==> config.mk <==
export PLATFORM = sky130hd
export DESIGN_NAME = bytectr_top
export DESIGN_NICKNAME = d
export VERILOG_FILES = /design/src/rtl/bctr_pkg.sv /design/src/rtl/bctr_hostdec.sv /design/src/rtl/bctr_ptr.sv /design/src/rtl/bctr_core.sv /design/src/rtl/bytectr_top.sv
export SDC_FILE = /design/constraint.sdc
export NUM_CORES = 1
export LEC_CHECK = 0
export ABC_AREA = 1
export BUFFER_PORTS_ARGS = -buffer_cell sky130_fd_sc_hd__buf_2
export CAP_MARGIN = 10
export CORE_ASPECT_RATIO = 0.9
export CORE_MARGIN = 3
export CORE_UTILIZATION = 25
export CTS_BUF_LIST = sky130_fd_sc_hd__clkbuf_2 sky130_fd_sc_hd__clkbuf_4 sky130_fd_sc_hd__clkbuf_8
export CTS_CLUSTER_SIZE = 25
export DETAILED_ROUTE_END_ITERATION = 8
export GPL_ROUTABILITY_DRIVEN = 1
export SYNTH_ARGS = -nofsm -noshare
export SYNTH_HDL_FRONTEND = slang
export SYNTH_HIERARCHICAL = 1
export SYNTH_SLANG_ARGS = --single-unit
==> constraint.sdc <==
create_clock -name clk -period 3.4 [get_ports clk]
set_input_delay 0.68 -clock clk [delete_from_list [all_inputs] [get_ports clk]]
set_output_delay 0.68 -clock clk [all_outputs]
set_load 0.01 [all_outputs]
==> src/rtl/bctr_pkg.sv <==
package bctr_pkg;
  localparam int ICR_W = 6;

  typedef struct packed {
    logic mrst;
    logic cmp_clr;
    logic xfer;
    logic clr;
    logic snap;
    logic ptr_rst;
  } mcr_cmd_t;

  typedef enum logic [1:0] {
    SEL_MCR  = 2'b00,
    SEL_ICR  = 2'b01,
    SEL_RSV2 = 2'b10,
    SEL_RSV3 = 2'b11
  } ctl_sel_e;
endpackage

==> src/rtl/bctr_hostdec.sv <==
module bctr_hostdec
  import bctr_pkg::*;
#(
  parameter int BYTE_W = 8
) (
  input  logic              cs_n,
  input  logic              cmd_sel,
  input  logic              wr_en,
  input  logic              rd_en,
  input  logic [BYTE_W-1:0] din,
  output logic              data_wr,
  output logic              data_rd,
  output mcr_cmd_t          cmd,
  output logic              icr_wr,
  output logic [ICR_W-1:0]  icr_val
);
  ctl_sel_e sel;
  logic     ctl_wr;
  logic     mcr_wr;

  assign sel     = ctl_sel_e'(din[BYTE_W-1 -: 2]);
  assign ctl_wr  = !cs_n && cmd_sel && wr_en;
  assign data_wr = !cs_n && !cmd_sel && wr_en;
  assign data_rd = !cs_n && !cmd_sel && rd_en && !wr_en;
  assign mcr_wr  = ctl_wr && (sel == SEL_MCR);
  assign icr_wr  = ctl_wr && (sel == SEL_ICR);
  assign icr_val = din[ICR_W-1:0];

  always_comb begin
    cmd         = '0;
    cmd.ptr_rst = mcr_wr && din[0];
    cmd.snap    = mcr_wr && din[1];
    cmd.clr     = mcr_wr && din[2];
    cmd.xfer    = mcr_wr && din[3];
    cmd.cmp_clr = mcr_wr && din[4];
    cmd.mrst    = mcr_wr && din[5];
  end
endmodule

==> src/rtl/bctr_ptr.sv <==
module bctr_ptr #(
  parameter int BYTES = 3,
  parameter int PW    = 2
) (
  input  logic          clk,
  input  logic          rst_n,
  input  logic          adv,
  input  logic          clr,
  output logic [PW-1:0] ptr
);
  localparam logic [PW-1:0] LAST = PW'(BYTES - 1);

  logic [PW-1:0] ptr_q;

  always_ff @(posedge clk) begin
    if (!rst_n)          ptr_q <= '0;
    else if (clr)        ptr_q <= '0;
    else if (adv)        ptr_q <= (ptr_q == LAST) ? '0 : ptr_q + PW'(1);
  end

  assign ptr = ptr_q;

  p_ptr_range_r2: assert property (@(posedge clk) disable iff (!rst_n)
    ptr_q <= LAST);
  p_ptr_wrap_r2: assert property (@(posedge clk) disable iff (!rst_n)
    (adv && !clr && ptr_q == LAST) |=> (ptr_q == '0));
  p_ptr_step_r2: assert property (@(posedge clk) disable iff (!rst_n)
    (adv && !clr && ptr_q != LAST) |=> (ptr_q == $past(ptr_q) + PW'(1)));
  p_ptr_reset_r4: assert property (@(posedge clk) disable iff (!rst_n)
    clr |=> (ptr_q == '0));
endmodule

==> src/rtl/bctr_core.sv <==
module bctr_core
  import bctr_pkg::*;
#(
  parameter int BYTE_W = 8,
  parameter int BYTES  = 3,
  parameter int PW     = 2,
  parameter int CW     = BYTE_W * BYTES
) (
  input  logic              clk,
  input  logic              rst_n,
  input  mcr_cmd_t          cmd,
  input  logic              data_wr,
  input  logic [PW-1:0]     ptr,
  input  logic [BYTE_W-1:0] din,
  input  logic              icr_wr,
  input  logic [ICR_W-1:0]  icr_val,
  input  logic              up,
  input  logic              dn,
  input  logic              match_evt,
  output logic [CW-1:0]     cnt,
  output logic [CW-1:0]     lat,
  output logic              car,
  output logic              bor,
  output logic              sgn,
  output logic              mflag,
  output logic [ICR_W-1:0]  icr
);
  logic [CW-1:0]    cnt_q, cnt_n, pre_q, pre_n, pre_w, lat_q, lat_n;
  logic             car_q, car_n, bor_q, bor_n, sgn_q, sgn_n, mf_q, mf_n;
  logic [ICR_W-1:0] icr_q, icr_n;
  logic             hold;

  for (genvar g = 0; g < BYTES; g++) begin : g_lane
    assign pre_w[g*BYTE_W +: BYTE_W] =
      (data_wr && ptr == PW'(g)) ? din : pre_q[g*BYTE_W +: BYTE_W];
  end

  assign hold = cmd.mrst || cmd.clr || cmd.xfer;

  always_comb begin
    cnt_n = cnt_q;
    pre_n = pre_w;
    lat_n = lat_q;
    car_n = car_q;
    bor_n = bor_q;
    sgn_n = sgn_q;
    mf_n  = mf_q || match_evt;
    icr_n = icr_wr ? icr_val : icr_q;
    if (!hold && (up ^ dn)) begin
      if (up) begin
        if (cnt_q == '1) begin
          car_n = 1'b1;
          sgn_n = 1'b1;
        end
        cnt_n = cnt_q + CW'(1);
      end else begin
        if (cnt_q == '0) begin
          bor_n = 1'b1;
          sgn_n = 1'b0;
        end
        cnt_n = cnt_q - CW'(1);
      end
    end
    if (cmd.mrst) begin
      cnt_n = '0;
      pre_n = '1;
      lat_n = '0;
      car_n = 1'b0;
      bor_n = 1'b0;
      sgn_n = 1'b1;
      mf_n  = 1'b0;
      icr_n = '0;
    end
    if (cmd.clr) begin
      cnt_n = '0;
      car_n = 1'b0;
      bor_n = 1'b0;
      sgn_n = 1'b1;
    end
    if (cmd.xfer)    cnt_n = pre_n;
    if (cmd.snap)    lat_n = cnt_n;
    if (cmd.cmp_clr) mf_n  = 1'b0;
  end

  always_ff @(posedge clk) begin
    if (!rst_n) begin
      cnt_q <= '0;
      pre_q <= '1;
      lat_q <= '0;
      car_q <= 1'b0;
      bor_q <= 1'b0;
      sgn_q <= 1'b1;
      mf_q  <= 1'b0;
      icr_q <= '0;
    end else begin
      cnt_q <= cnt_n;
      pre_q <= pre_n;
      lat_q <= lat_n;
      car_q <= car_n;
      bor_q <= bor_n;
      sgn_q <= sgn_n;
      mf_q  <= mf_n;
      icr_q <= icr_n;
    end
  end

  assign cnt   = cnt_q;
  assign lat   = lat_q;
  assign car   = car_q;
  assign bor   = bor_q;
  assign sgn   = sgn_q;
  assign mflag = mf_q;
  assign icr   = icr_q;

  p_mreset_r9: assert property (@(posedge clk) disable iff (!rst_n)
    (cmd.mrst && !cmd.xfer) |=> (cnt_q == '0 && pre_q == '1 && sgn_q && !mf_q));
  p_clear_r6: assert property (@(posedge clk) disable iff (!rst_n)
    (cmd.clr && !cmd.xfer) |=> (cnt_q == '0 && !car_q && !bor_q && sgn_q));
  p_xfer_r7: assert property (@(posedge clk) disable iff (!rst_n)
    (cmd.xfer && !cmd.mrst) |=> (cnt_q == $past(pre_q)));
  p_clear_then_load_r8: assert property (@(posedge clk) disable iff (!rst_n)
    (cmd.clr && cmd.xfer && cmd.snap && !cmd.mrst) |=> (lat_q == cnt_q));
  p_carry_r11: assert property (@(posedge clk) disable iff (!rst_n)
    (up && !dn && !hold && cnt_q == '1) |=> (car_q && cnt_q == '0));
  p_borrow_r11: assert property (@(posedge clk) disable iff (!rst_n)
    (dn && !up && !hold && cnt_q == '0) |=> (bor_q && !sgn_q && cnt_q == '1));
  p_hold_r10: assert property (@(posedge clk) disable iff (!rst_n)
    (!hold && !(up ^ dn)) |=> $stable(cnt_q));
  p_match_clr_r7: assert property (@(posedge clk) disable iff (!rst_n)
    cmd.cmp_clr |=> !mf_q);
endmodule

==> src/rtl/bytectr_top.sv <==
module bytectr_top
  import bctr_pkg::*;
#(
  parameter int BYTE_W = 8,
  parameter int BYTES  = 3
) (
  input  logic                     clk,
  input  logic                     rst_n,
  input  logic                     cs_n,
  input  logic                     cmd_sel,
  input  logic                     wr_en,
  input  logic                     rd_en,
  input  logic [BYTE_W-1:0]        din,
  output logic [BYTE_W-1:0]        dout,
  input  logic                     cnt_up,
  input  logic                     cnt_dn,
  input  logic                     match_evt,
  output logic [BYTE_W*BYTES-1:0]  count,
  output logic                     carry,
  output logic                     borrow,
  output logic                     sign,
  output logic                     match_flag,
  output logic [ICR_W-1:0]         in_ctl
);
  localparam int CW = BYTE_W * BYTES;
  localparam int PW = (BYTES > 1) ? $clog2(BYTES) : 1;

  logic             data_wr, data_rd, icr_wr;
  mcr_cmd_t         cmd;
  logic [ICR_W-1:0] icr_val;
  logic [PW-1:0]    ptr;
  logic [CW-1:0]    lat;

  bctr_hostdec #(.BYTE_W(BYTE_W)) u_dec (
    .cs_n(cs_n), .cmd_sel(cmd_sel), .wr_en(wr_en), .rd_en(rd_en), .din(din),
    .data_wr(data_wr), .data_rd(data_rd), .cmd(cmd),
    .icr_wr(icr_wr), .icr_val(icr_val)
  );

  bctr_ptr #(.BYTES(BYTES), .PW(PW)) u_ptr (
    .clk(clk), .rst_n(rst_n),
    .adv(data_wr || data_rd),
    .clr(cmd.ptr_rst || cmd.mrst),
    .ptr(ptr)
  );

  bctr_core #(.BYTE_W(BYTE_W), .BYTES(BYTES), .PW(PW), .CW(CW)) u_core (
    .clk(clk), .rst_n(rst_n), .cmd(cmd), .data_wr(data_wr), .ptr(ptr),
    .din(din), .icr_wr(icr_wr), .icr_val(icr_val),
    .up(cnt_up), .dn(cnt_dn), .match_evt(match_evt),
    .cnt(count), .lat(lat), .car(carry), .bor(borrow), .sgn(sign),
    .mflag(match_flag), .icr(in_ctl)
  );

  always_comb begin
    dout = '0;
    for (int i = 0; i < BYTES; i++) begin
      if (ptr == PW'(i)) dout = lat[i*BYTE_W +: BYTE_W];
    end
  end
endmodule

# Word level (Yosys, flattened, before mapping)
# Cells that the tools add are included.
# word_totals
output_inout_bits	42
ff_bits	84
wordCells	77
inputBits	17
# classes
n_reduce_logical	39
n_addsub	3
n_eq_ne	5
muxes	18
bitwise	3
# ops
cell	count
2-to-1 mux 24 bit	8
2-to-1 mux 8 bit	6
adder 24 x 1 -> 24 bit (second input constant)	1
equality test 24 bit (second input constant)	1
logical NOT 24 bit	1
subtractor 24 x 1 -> 24 bit (second input constant)	1
logical AND 1 bit	18
AND reduction 3 bit	3
OR reduction 3 bit	2
logical OR 1 bit	5
equality test 2 x 1 -> 1 bit (second input constant)	2
logical NOT 1 bit	4
logical NOT 2 bit	2
nonzero test 2 bit	2
OR reduction 2 bit	2
2-to-1 mux 1 bit	3
adder 2 x 1 -> 2 bit (second input constant)	1
equality test 2 bit (second input constant)	1
2-to-1 mux 2 bit	1
inequality test 2 x 1 -> 1 bit (second input constant)	1
NOT 1 bit	2
XOR 1 bit	1

# Longest topological paths before layout
# logic_depth
ltp_word	14
ltp_mapped	16
ltp_nobuf	16

# Cells and area by module
# The synthesis kept the hierarchy.
# by_module_without_submodules
mod	area_each_um2	n_inst	cells_per_inst	seq_area_each_um2
bctr_core	5133.7	1	837	1641.6
bytectr_top	200.2	1	39	0.0
bctr_hostdec	135.1	1	28	0.0
bctr_ptr	86.3	1	13	40.0

# Worst setup path before layout
# OpenSTA, ideal clock, no wires.
# synth_timing
path_kind	input to register
start	input cnt_up
end	register u_core.lat_q[16], in the netlist u_core/lat[16]
slack_ns	0.811
n_path_buf	0
arrival_ns	2.475
setup_ns	0.114
stages	14
required_time_ns	3.286
cell_sequence	inv_1 -> ha_1 -> nand2_1 -> inv_1 -> a21oi_1 -> inv_1 -> a21oi_1 -> nand2_1 -> nand2_1 -> nand3_1 -> nand2_1 -> nand2_1 -> nand3_1 -> nand2_1
# synth_via
elab_chain_len	7
word_cells_on_any_way	8
classes_between	6 x mux; 1 x bitwise; 1 x reduce/logical
# synth_lines
element	line_no	source
start, declared	bytectr_top.sv:15	input logic cnt_up,
XOR 1 bit	bctr_core.sv:49	if (!hold && (up ^ dn)) begin
logical AND 1 bit	bctr_core.sv:49	
2-to-1 mux 24 bit (*)	bctr_core.sv:49	
2-to-1 mux 24 bit (*)	bctr_core.sv:64	if (cmd.mrst) begin
2-to-1 mux 24 bit (*)	bctr_core.sv:74	if (cmd.clr) begin
2-to-1 mux 24 bit (*)	bctr_core.sv:80	if (cmd.xfer) cnt_n = pre_n;
2-to-1 mux 24 bit (*)	bctr_core.sv:81	if (cmd.snap) lat_n = cnt_n;
end signal, assigned	bctr_core.sv:98	lat_q <= lat_n;
end, declared	bctr_core.sv:28	logic [CW-1:0] cnt_q, cnt_n, pre_q, pre_n, pre_w, lat_q, lat_n;
# Every way passes the cells marked *; elsewhere a longest branch is shown, timed or not.
# A chain may end at the register's enable or synchronous reset.

# Final worst setup path
# Same ends and word-level chain as after synthesis.

==> impl_metrics.py <==
metrics = {
    "outcome": {
        "status": "finished clean",
    },
    "worst_setup_path": {
        "arrival_ns": 3.07,
        "start_kind": "input pin",
        "timing.rr.start": "u_core/cnt[0]",
        "crit_top_cell": "nand2_1",
        "critPathKind": "in -> reg",
        "slowest_delay_ns": 0.57,
        "rr_worst_depth": 9,
        "cp-end-kind": "register",
        "path_cells": "buf_2 -> inv_1 -> ha_1 -> nand2_1 -> inv_1 -> a21oi_1 -> inv_1 -> a21oi_1 -> nand2_1 -> nand2_1 -> nand3_1 -> nand2_1 -> nand2_1 -> nand3_1 -> nand2_1",
        "worst_path_max_delay_cell": "inv_1",
        "cp_max_fo": 19,
        "startpoint": "cnt_up",
        "cp.required_ns": 3.66,
    },
    "place": {
        "place_ws_ns": 0.2322,
        "gp_congestion": 0.9019,
        "port_buffers": 58,
        "dpl.hpwl_um": 14140,
    },
    "yosys": {
        "synth_warnings": 6,
        "ys_seq_elements": 84,
        "yosysTopAreaCell": "dfxtp_1",
        "synth_fp_nets": 957,
        "yosysSeqAreaShare_pct": 30.27,
        "postSynthAreaPerCell_um2": 6.058,
        "syn_area_um2": 5555,
        "synthTopCellsByArea": "dfxtp_1 (30%), nand2_1 (20%), inv_1 (9.2%)",
        "synth_top_area_share_pct": 30.27,
        "netlist_instances": 917,
        "synthDistinctLibCells": 34,
    },
    "clock_tree": {
        "clkSlewWorstSetupHoldPaths_ns": 0.08,
        "ctsHoldBuffers": 0,
        "max-clock-path-buffers": 2,
        "insertion_delay_ns": 0.37,
        "cts_tree": "built",
        "cts_resized": 0,
        "cts_setup_buffers": 0,
        "cts-root-buf": "clkbuf_8",
        "numCtsBuffers": 9,
        "cts_sinks": 84,
        "h-tree-depth": 3,
    },
    "job": {
        "drv_cap": 0,
    },
    "global_routing": {
        "grt_pass1_vias": 5282,
        "grt_pass1_wl_um": 28510,
        "grt_util_all_layers_pct": 14.93,
        "antenna_found_initial": 0,
        "overflow": 0,
        "grt_start_max_net_pins": 54,
    },
    "timing": {
        "relSlewSlack_pct": 48.25,
        "hold_violations": 0,
        "fin_crit_sh_pct": 82.74,
        "rsz0062_at_grt": "no",
        "finalMaxSlewViolations": 0,
        "setup_slack_ns": 0.5868,
        "clock.fmax_mhz": 355.5,
        "report.final.setup_viol": 0,
        "fin_skew_ns": 0.01352,
        "period_needed_ns": 2.813,
        "finalSetupTns_ns": 0,
        "worst_pin_slew_ns": 0.7754,
    },
    "floorplanning": {
        "die_area_um2": 24050,
        "num_io_pins": 59,
        "core_area_um2": 21760,
        "placementRows": 51,
        "die_w_um": 163.1,
        "die_y_um": 147.4,
        "initial_utilization_pct": 25.53,
    },
    "final_layout": {
        "syn_to_final_growth_pct": 13.11,
        "layout_commonest_cell": "nand2_1",
        "num-nets-final": 1004,
        "layout_common_cells": "nand2_1 (291), inv_1 (136), nand3_1 (95), dfxtp_1 (84), a21oi_1 (83)",
        "diodes": 0,
        "drive_gt1_share_pct": 11.48,
    },
    "routing": {
        "drt-initial-drc-count": 610,
        "remaining_drc_errors": 0,
        "vias_per_cell": 4.672,
        "drt_first_pass_iters": 5,
        "wl_per_cell_um": 14.21,
        "ant_nets": 0,
        "drt_wl_total_um": 17880,
        "vias": 5877,
    },
    "pwr": {
        "total_leakage_power_nw": 3.211,
        "power_density_nw_per_um2": 427.0,
        "ir_worst_vdd_v": 0.0001624,
    },
    "worst_hold_path": {
        "min_path_type": "reg -> reg",
        "worstHoldStart": "u_core/pre_q[18]",
        "holdPathStages": 2,
    },
}
==> power breakdown <==
part           leakage (nW)  switching (mW)  total, mW  internal [mW]
Clock                0.0776           0.361      0.626          0.265
Combinational          2.45           0.619      0.932          0.313
Sequential            0.685          0.0845       1.12           1.04
==> synth_stat cells <==
cell        n
o21ai_1    13
inv_1     136
ha_1       22
a21o_1      2
xnor2_1     2
nor4_2      1
nand2_2     1
inv_2       5
o21ai_0    24
buf_6       2
xnor2_2     1
fa_1        1
a31oi_1     1
a21oi_1    83
nor3_4      1
and2_1      2
nor2_2      2
xor2_1      3
or2_2      14
buf_4       9
nand3b_1    3
a22oi_1     3
o211ai_1    1
nor4_1      3
clkinv_1    1
dfxtp_1    84
nand3_1    95
nor2_4      2
clkbuf_1   23
nand2_1   291
nand4_1    15
nor3_1      8
or2_1       3
nor2_1     60
==> sequential cells by signal, indices dropped and copies added (netlist names) <==
| signal | count |
|---|---|
| u_core/bor | 1 |
| u_core/car | 1 |
| u_core/cnt | 24 |
| u_core/icr | 6 |
| u_core/lat | 24 |
| u_core/mflag | 1 |
| u_core/pre_q | 24 |
| u_core/sgn | 1 |
| u_ptr/ptr | 2 |
==> worst max-delay path, delay by kind of cell <==
family | cells | cell delay, ns
adder cells (fa/ha/maj) | 1 | 0.42
AND/OR/NAND/NOR | 8 | 0.68
AO/OA/AOI/OAI | 2 | 0.47
buffers and inverters | 4 | 0.83
==> logic make-up (layout without fill, tap and decap cells) <==
group	count (synthesis)	after routing	synth area share, %
XOR/XNOR	6	6	1.081
AND/OR/NAND/NOR	501	501	38.83
AO/OA/AOI/OAI	127	127	11.73
flip-flops	84	84	30.27
adder cells (fa/ha/maj)	23	23	5.315
buffers and inverters	176	226	12.77
==> metrics by stage <==
step / utilization (%) / hold slack, ns / area (µm²) / std cells / power [mW]
final: 28.88 / 0.4437 / 6284 / 1258 / 2.683
after global routing: 28.88 / 0.4626 / 6284 / 1258 / 2.868
after CTS: 28.88 / 0.4452 / 6284 / 1258 / 2.692
after detailed placement: 28.14 / 0.4277 / 6123 / 1244 / 2.071
after global placement: 28.14 / 0.4231 / 6123 / 1244 / 2.069
after floorplan: - / 0.4123 / 5555 / 917 / 1.776
==> layout make-up <==
| type | count | area [µm²] |
|---|---|---|
| Fill cell | 2442 | 15480 |
| Multi-Input combinational cell | 657 | 3164 |
| Sequential cell | 84 | 1682 |
| Inverter | 142 | 533.0 |
| Timing Repair Buffer | 70 | 380.4 |
| Tap cell | 291 | 364.1 |
| Clock buffer | 10 | 131.4 |
| Clock inverter | 4 | 28.78 |
==> worst paths after layout <==
kind	endpoint	slack, ns
worst max-delay path	u_core/lat[16]	0.59
worst min-delay path	u_core/pre_q[18]	0.44
worst max register to register	u_core/cnt[8]	1.16
worst min register to register	u_core/pre_q[18]	0.44
==> layer usage <==
metal,global-route usage [%],share of wire [%]
met4,2.706,0.77
met5,0,0
met3,2.354,7.4
met2,22.00,43
met1,23.02,49
Power figures use the tool's default switching activity.
